## config.mk

```make
export PLATFORM = sky130hd
export DESIGN_NAME = pgdram_ctrl
export DESIGN_NICKNAME = d
export VERILOG_FILES = /design/src/rtl/pgdram_pkg.sv /design/src/rtl/pgdram_refresh.sv /design/src/rtl/pgdram_seq.sv /design/src/rtl/pgdram_ctrl.sv
export SDC_FILE = /design/constraint.sdc
export NUM_CORES = 1
export LEC_CHECK = 0
export ABC_AREA = 1
export BUFFER_PORTS_ARGS = -buffer_cell sky130_fd_sc_hd__buf_2
export CAP_MARGIN = 0
export CORE_ASPECT_RATIO = 0.75
export CORE_MARGIN = 3
export CORE_UTILIZATION = 50
export CTS_CLUSTER_DIAMETER = 40
export DETAILED_ROUTE_END_ITERATION = 8
export PLACE_DENSITY = 0.77
export SLEW_MARGIN = 5
export SYNTH_ARGS = -nofsm -noshare
export SYNTH_HDL_FRONTEND = slang
export SYNTH_HIERARCHICAL = 1
export SYNTH_SLANG_ARGS = --single-unit
```

## constraint.sdc

```tcl
create_clock -name clk -period 3.05 [get_ports clk]
set_input_delay 0.4575 -clock clk [delete_from_list [all_inputs] [get_ports clk]]
set_output_delay 0.4575 -clock clk [all_outputs]
set_load 0.01 [all_outputs]
```

## src/rtl/pgdram_pkg.sv

```systemverilog
package pgdram_pkg;

  typedef enum logic [2:0] {
    ST_IDLE,   // no row open, RAS high
    ST_OPEN,   // row held open, waiting for work
    ST_ROW,    // RAS low, row phase
    ST_COL,    // CAS strobe
    ST_REC,    // CAS recovery
    ST_PRE     // RAS high, row being rewritten
  } seq_st_e;

  typedef enum logic [1:0] {
    NX_NONE,
    NX_ACC,
    NX_REF
  } after_pre_e;

  function automatic int imax(input int a, input int b);
    return (a > b) ? a : b;
  endfunction

endpackage

```

## src/rtl/pgdram_refresh.sv

```systemverilog
module pgdram_refresh #(
  parameter int ROW_W   = 8,
  parameter int REF_GAP = 390
) (
  input  logic             clk,
  input  logic             rst_n,
  input  logic             ref_ack,
  output logic             ref_pend,
  output logic [ROW_W-1:0] ref_row
);
  localparam int TW = $clog2(REF_GAP);

  logic [TW-1:0] tcnt;
  logic          tick;

  assign tick = (tcnt == TW'(REF_GAP - 1));

  always_ff @(posedge clk) begin
    if (!rst_n) begin
      tcnt     <= '0;
      ref_pend <= 1'b0;
      ref_row  <= '0;
    end else begin
      tcnt     <= tick ? '0 : tcnt + 1'b1;
      ref_pend <= tick | (ref_pend & ~ref_ack);
      if (ref_ack) ref_row <= ref_row + 1'b1;
    end
  end

  // a new tick never lands on an unserved one
  assert_tick_served_R7: assert property (@(posedge clk) disable iff (!rst_n)
    (tick && ref_pend) |-> ref_ack);

endmodule

```

## src/rtl/pgdram_seq.sv

```systemverilog
module pgdram_seq
  import pgdram_pkg::*;
#(
  parameter int ROW_W    = 8,
  parameter int ROW_CYC  = 5,
  parameter int PAGE_CYC = 3,
  parameter int REWR_CYC = 3
) (
  input  logic               clk,
  input  logic               rst_n,
  input  logic               req_valid,
  output logic               req_ready,
  input  logic [2*ROW_W-1:0] req_addr,
  input  logic               req_we,
  input  logic               req_wdata,
  output logic               rsp_valid,
  output logic               rsp_rdata,
  input  logic               ref_pend,
  input  logic [ROW_W-1:0]   ref_row,
  output logic               ref_ack,
  output logic [ROW_W-1:0]   dram_addr,
  output logic               dram_ras_n,
  output logic               dram_cas_n,
  output logic               dram_we_n,
  output logic               dram_din,
  input  logic               dram_dout
);
  localparam int MAXC = imax(imax(ROW_CYC, PAGE_CYC), REWR_CYC);
  localparam int CW   = $clog2(MAXC + 1);

  seq_st_e          st;
  after_pre_e       nxt;
  logic [CW-1:0]    cnt;
  logic [ROW_W-1:0] open_row, cur_row, cur_col, ref_row_q;
  logic             cur_we, cur_wd, do_ref;
  logic [ROW_W-1:0] req_row, req_col;
  logic             accept;

  assign req_row   = req_addr[2*ROW_W-1:ROW_W];
  assign req_col   = req_addr[ROW_W-1:0];
  assign req_ready = ((st == ST_IDLE) || (st == ST_OPEN)) && !ref_pend;
  assign accept    = req_valid && req_ready;
  assign ref_ack   = ((st == ST_IDLE) && ref_pend) ||
                     ((st == ST_PRE) && (cnt == '0) && (nxt == NX_REF));

  // strobes decoded straight from the state register
  assign dram_ras_n = (st == ST_IDLE) || (st == ST_PRE);
  assign dram_cas_n = (st != ST_COL);
  assign dram_we_n  = !((st == ST_COL) && cur_we);
  assign dram_din   = cur_wd;
  assign dram_addr  = (st == ST_COL) ? cur_col : (do_ref ? ref_row_q : cur_row);

  always_ff @(posedge clk) begin
    if (!rst_n) begin
      st        <= ST_IDLE;
      nxt       <= NX_NONE;
      cnt       <= '0;
      open_row  <= '0;
      cur_row   <= '0;
      cur_col   <= '0;
      ref_row_q <= '0;
      cur_we    <= 1'b0;
      cur_wd    <= 1'b0;
      do_ref    <= 1'b0;
      rsp_valid <= 1'b0;
      rsp_rdata <= 1'b0;
    end else begin
      rsp_valid <= 1'b0;
      if (accept) begin
        cur_row <= req_row;
        cur_col <= req_col;
        cur_we  <= req_we;
        cur_wd  <= req_wdata;
      end
      unique case (st)
        ST_IDLE: begin
          if (ref_pend) begin
            st        <= ST_ROW;
            do_ref    <= 1'b1;
            ref_row_q <= ref_row;
            cnt       <= CW'(ROW_CYC - 1);
          end else if (accept) begin
            st     <= ST_ROW;
            do_ref <= 1'b0;
            cnt    <= CW'(ROW_CYC - 1);
          end
        end
        ST_OPEN: begin
          if (ref_pend) begin
            st  <= ST_PRE;
            nxt <= NX_REF;
            cnt <= CW'(REWR_CYC - 1);
          end else if (accept) begin
            if (req_row == open_row) begin
              st <= ST_COL;
            end else begin
              st  <= ST_PRE;
              nxt <= NX_ACC;
              cnt <= CW'(REWR_CYC - 1);
            end
          end
        end
        ST_ROW: begin
          if (cnt == '0) begin
            if (do_ref) begin
              st  <= ST_PRE;
              nxt <= NX_NONE;
              cnt <= CW'(REWR_CYC - 1);
            end else begin
              st       <= ST_COL;
              open_row <= cur_row;
            end
          end else begin
            cnt <= cnt - 1'b1;
          end
        end
        ST_COL: begin
          st  <= ST_REC;
          cnt <= CW'(PAGE_CYC - 2);
        end
        ST_REC: begin
          if (cnt == '0) begin
            st        <= ST_OPEN;
            rsp_valid <= !cur_we;
            rsp_rdata <= dram_dout;
          end else begin
            cnt <= cnt - 1'b1;
          end
        end
        ST_PRE: begin
          if (cnt == '0) begin
            unique case (nxt)
              NX_ACC: begin
                st     <= ST_ROW;
                do_ref <= 1'b0;
                cnt    <= CW'(ROW_CYC - 1);
              end
              NX_REF: begin
                st        <= ST_ROW;
                do_ref    <= 1'b1;
                ref_row_q <= ref_row;
                cnt       <= CW'(ROW_CYC - 1);
              end
              default: st <= ST_IDLE;
            endcase
          end else begin
            cnt <= cnt - 1'b1;
          end
        end
        default: st <= ST_IDLE;
      endcase
    end
  end

  // strobe-width trackers used only by the checks below
  logic [CW-1:0] ras_lo_cnt, ras_hi_cnt;

  always_ff @(posedge clk) begin
    if (!rst_n) begin
      ras_lo_cnt <= '0;
      ras_hi_cnt <= CW'(REWR_CYC);
    end else begin
      if (dram_ras_n) ras_lo_cnt <= '0;
      else if (ras_lo_cnt < CW'(MAXC)) ras_lo_cnt <= ras_lo_cnt + 1'b1;
      if (!dram_ras_n) ras_hi_cnt <= '0;
      else if (ras_hi_cnt < CW'(MAXC)) ras_hi_cnt <= ras_hi_cnt + 1'b1;
    end
  end

  assert_row_phase_R2: assert property (@(posedge clk) disable iff (!rst_n)
    $fell(dram_cas_n) |-> (ras_lo_cnt >= CW'(ROW_CYC)));

  assert_cas_single_R2: assert property (@(posedge clk) disable iff (!rst_n)
    !dram_cas_n |=> dram_cas_n);

  assert_rewrite_gap_R6: assert property (@(posedge clk) disable iff (!rst_n)
    $fell(dram_ras_n) |-> (ras_hi_cnt >= CW'(REWR_CYC)));

  assert_rsp_pulse_R3: assert property (@(posedge clk) disable iff (!rst_n)
    rsp_valid |=> !rsp_valid);

  assert_page_hit_R5: assert property (@(posedge clk) disable iff (!rst_n)
    ((st == ST_OPEN) && accept && (req_row == open_row)) |=>
      (!dram_cas_n && !dram_ras_n && $stable(dram_ras_n)));

endmodule

```

## src/rtl/pgdram_ctrl.sv

```systemverilog
module pgdram_ctrl #(
  parameter int ADDR_W   = 16,
  parameter int ROW_CYC  = 5,
  parameter int PAGE_CYC = 3,
  parameter int REWR_CYC = 3,
  parameter int REF_GAP  = 390
) (
  input  logic                clk,
  input  logic                rst_n,
  input  logic                req_valid,
  output logic                req_ready,
  input  logic [ADDR_W-1:0]   req_addr,
  input  logic                req_we,
  input  logic                req_wdata,
  output logic                rsp_valid,
  output logic                rsp_rdata,
  output logic [ADDR_W/2-1:0] dram_addr,
  output logic                dram_ras_n,
  output logic                dram_cas_n,
  output logic                dram_we_n,
  output logic                dram_din,
  input  logic                dram_dout
);
  localparam int ROW_W = ADDR_W / 2;

  logic             ref_pend, ref_ack;
  logic [ROW_W-1:0] ref_row;

  pgdram_refresh #(
    .ROW_W   (ROW_W),
    .REF_GAP (REF_GAP)
  ) u_refresh (
    .clk      (clk),
    .rst_n    (rst_n),
    .ref_ack  (ref_ack),
    .ref_pend (ref_pend),
    .ref_row  (ref_row)
  );

  pgdram_seq #(
    .ROW_W    (ROW_W),
    .ROW_CYC  (ROW_CYC),
    .PAGE_CYC (PAGE_CYC),
    .REWR_CYC (REWR_CYC)
  ) u_seq (
    .clk        (clk),
    .rst_n      (rst_n),
    .req_valid  (req_valid),
    .req_ready  (req_ready),
    .req_addr   (req_addr),
    .req_we     (req_we),
    .req_wdata  (req_wdata),
    .rsp_valid  (rsp_valid),
    .rsp_rdata  (rsp_rdata),
    .ref_pend   (ref_pend),
    .ref_row    (ref_row),
    .ref_ack    (ref_ack),
    .dram_addr  (dram_addr),
    .dram_ras_n (dram_ras_n),
    .dram_cas_n (dram_cas_n),
    .dram_we_n  (dram_we_n),
    .dram_din   (dram_din),
    .dram_dout  (dram_dout)
  );

  // refresh wins over a waiting request
  assert_refresh_first_R8: assert property (@(posedge clk) disable iff (!rst_n)
    (ref_pend && req_valid) |-> !req_ready);

endmodule

```

==> results.sh <==
export IMPL_tritoncts="done"
export IMPL_grt_pass1_vias=2775
export IMPL_grt_max_degree=49
export IMPL_fp_dieW_um=98.33
export IMPL_via_count=3074
export IMPL_critical_path_max_fanout=17
export IMPL_p_seq_frac=0.378
export IMPL_critical_path_endpoint_type="output port"
export IMPL_place_gp_congestion=0.9543
export IMPL_clock_insertion_delay_worst_skew_ns=0.34
export IMPL_timing_critical_path_slowest_stage_cell="sky130_fd_sc_hd__dfxtp_1"
export IMPL_ctsResizeCount=0
export IMPL_timing_worst_slew_pin_value_ns=1.008
export IMPL_design_portCount=37
export IMPL_worst_path_cell_trace="inv_2 > nor3_1 > inv_2 > o211ai_1 > o21ai_0 > buf_2"
export IMPL_biggest_cell_delay_along_the_critical_path_ns=0.48
export IMPL_critical_path_most_common_cell="sky130_fd_sc_hd__inv_2"
export IMPL_max_cap_violations=0
export IMPL_synth_common_cells="sky130_fd_sc_hd__nand2_1 (99), sky130_fd_sc_hd__inv_1 (69), sky130_fd_sc_hd__dfxtp_1 (63)"
export IMPL_grt_pass1_wl_mm=12.40
export IMPL_grt_antenna_before_repair=0
export IMPL_synthFlopType="sky130_fd_sc_hd__dfxtp_1"
export IMPL_fmax_mhz=390.1
export IMPL_ant_nets=0
export IMPL_crit_required_ns=2.59
export IMPL_yosys_cell_types_count=27
export IMPL_cts_clk_slew_worst_paths_ns=0.06
export IMPL_syn_mean_instance_area_um2=6.716
export IMPL_fin_util=0.6017
export IMPL_synth_seq_cells=63
export IMPL_timing_worst_setup_path_type="flop to output port"
export IMPL_p_comb_frac=0.361
export IMPL_finalWirelength_mm=7.466
export IMPL_final_period_minus_worst_setup_slack_ns=2.563
export IMPL_cts_inserted_buffers=9
export IMPL_floorplan_initialDensity=0.5323
export IMPL_cts_root_buffer="sky130_fd_sc_hd__clkbuf_8"
export IMPL_netlist_instances=476
export IMPL_timing_critical_path_arrival_ns=2.11
export IMPL_setup_repair_after_global_routing_missed_its_margin="no"
export IMPL_die_h_um=75.25
export IMPL_rows=24
export IMPL_detail_route_drc_violations=0
export IMPL_drive_gt1_frac=0.1318
export IMPL_pre_cts_ws_ns=0.8112
export IMPL_grt_total_usage=0.2104
export IMPL_grt_ovfl_total=0
export IMPL_start_kind="flop"
export IMPL_drt_initial_drc_count=177
export IMPL_fin_crit_sh=0.8404
export IMPL_multiInputGateArea_mm2=0.001603
export IMPL_wire_per_inst_um=12.57
export IMPL_via_per_inst=5.175
export IMPL_p_per_area_mw_per_mm2=751.6
export IMPL_post_cts_buffers=0
export IMPL_slew_margin_rel=0.3263
export IMPL_synth_most_common_cell="sky130_fd_sc_hd__nand2_1"
export IMPL_synth_fp_nets=508
export IMPL_design_power_total_uw=2716
export IMPL_synth_area_mm2=0.003197
export IMPL_synth_top_cell_area_share=0.3945
export IMPL_synth_async_reset_ratio=0
export IMPL_yosys_area_top_type="sky130_fd_sc_hd__dfxtp_1"
export IMPL_post_synthesis_sequential_area_ratio=0.3945
export IMPL_sequential_cell_area_mm2=0.001261
export IMPL_power_clock_fraction=0.261
export IMPL_antenna_cells_inserted=0
export IMPL_ys_top_cells_by_area="sky130_fd_sc_hd__dfxtp_1 (39%), sky130_fd_sc_hd__nand2_1 (12%), sky130_fd_sc_hd__inv_1 (8.1%)"
export IMPL_final_nets=543
export IMPL_vdd_ir_drop_worst_v=0.0003293
export IMPL_core_area_mm2=0.006006
export IMPL_pleak_uw=0.001672
export IMPL_clock_sink_count=63
export IMPL_finClkSkew_ns=0.005180
export IMPL_power_switching_uw=1038
export IMPL_fin_ws_ns=0.4867
export IMPL_yosys_warnings=6
export IMPL_pins_over_slew_limit=0
export IMPL_post_dp_hpwl_mm=5.300
export IMPL_cts_hold_buf=0
export IMPL_finish_instance_area_mm2=0.003613
export IMPL_timing_hold_worst_class="input port to flop"
export IMPL_synth_edff_count=0
export IMPL_layout_filler_cells=582
export IMPL_outcome="complete, no violations"
export IMPL_area_growth_syn_to_fin_pct=13.03
export IMPL_detailed_place_area_mm2=0.003423
export IMPL_die_area_mm2=0.007399
export IMPL_drtPass1Iterations=5
export IMPL_timing_hold_violations_final=0
export IMPL_timing_final_setup_violations=0
export IMPL_htreeDepth=3
export IMPL_post_route_setup_tns_ns=0
export IMPL_netSwitchingFraction=0.3821
export IMPL_cellInternalPower_uw=1678
export IMPL_number_of_buffers_on_the_longest_clock_path=2
export IMPL_io_buffer_count=36
-- cell type report --
type | instances | area share
Timing Repair Buffer | 36 | 0.04986
Tap cell | 78 | 0.02701
Sequential cell | 63 | 0.3490
Clock buffer | 12 | 0.04017
Inverter | 75 | 0.07791
Multi-Input combinational cell | 326 | 0.4436
Clock inverter | 4 | 0.01247
-- placed cells by master, fill, tap and decap left out, types with 9 or more instances in the layout --
cell / count
sky130_fd_sc_hd__buf_2: 36
sky130_fd_sc_hd__inv_1: 69
sky130_fd_sc_hd__o21ai_0: 49
sky130_fd_sc_hd__dfxtp_1: 63
sky130_fd_sc_hd__clkbuf_8: 10
sky130_fd_sc_hd__nand3_1: 20
sky130_fd_sc_hd__ha_1: 10
sky130_fd_sc_hd__nand4_1: 9
sky130_fd_sc_hd__nor2_1: 56
sky130_fd_sc_hd__a21oi_1: 45
sky130_fd_sc_hd__nand2_1: 99
sky130_fd_sc_hd__o211ai_1: 10
-- metrics by stage --
step / hold WS (ns) / instances
2_1_floorplan: 0.4209 / 476
3_3_place_gp: 0.4358 / 578
3_5_place_dp: 0.4413 / 578
4_1_cts: 0.3377 / 594
5_1_grt: 0.3652 / 594
6_report: 0.3397 / 594
-- registers in the layout (all words and copies together), names as in the netlist, 2 cells and up --
| signal | flops |
|---|---|
| u_refresh/tcnt | 9 |
| u_refresh/ref_row | 8 |
| u_seq/cur_col | 8 |
| u_seq/cur_row | 8 |
| u_seq/open_row | 8 |
| u_seq/ref_row_q | 8 |
| u_seq/cnt | 3 |
| u_seq/st | 3 |
| u_seq/nxt | 2 |
-- layer usage --
metal / vias to the layer above / routed length, µm / track usage
met1: 1367 / 3537 / 0.2703
met3: 15 / 543 / 0.06574
li1: 1597 / - / -
met4: 0 / 128 / 0.09242
met5: - / 0 / 0
met2: 95 / 3256 / 0.3311
-- power groups by stage --
| stage | clock network, µW | registers (µW) | logic (µW) |
|---|---|---|---|
| after floorplan | 0 | 1030 | 741 |
| after global placement | 0 | 1040 | 935 |
| after detailed placement | 0 | 1040 | 958 |
| after CTS | 721 | 1030 | 964 |
| after global routing | 763 | 1040 | 1120 |
| final | 709 | 1030 | 979 |
-- critical path: cells and delay by family (launching register included) --
family / cells / cell delay [ns]
AOI/OAI and AO/OA: 2 / 0.29
buffers and inverters: 3 / 0.51
DFF: 1 / 0.48
and+or+nand+nor: 1 / 0.48
-- path summary, 6_finish.rpt --
check                                      start  slack (ns)  cells past startpoint          endpoint
worst max-delay path                 u_seq/st[1]        0.49                      6      dram_addr[0]
worst min-delay path                   dram_dout        0.34                      3   u_seq/rsp_rdata
worst max register to register       u_seq/st[1]        0.74                      7  u_seq/cur_col[3]
worst min register to register  u_seq/cur_col[5]        0.45                      2  u_seq/cur_col[5]
-- cell families (layout without fill, tap and decap cells) --
kind of cell             after synthesis  count (layout)  share of synthesized area
AND/OR/NAND/NOR                      204             204                     0.2712
XOR/XNOR                               4               4                    0.01096
adder cells (fa/ha/maj)               10              10                    0.03914
buffers and inverters                 87             127                     0.1041
AO/OA/AOI/OAI                        108             108                     0.1800
flip-flops                            63              63                     0.3945
Power figures use the tool's default switching activity.
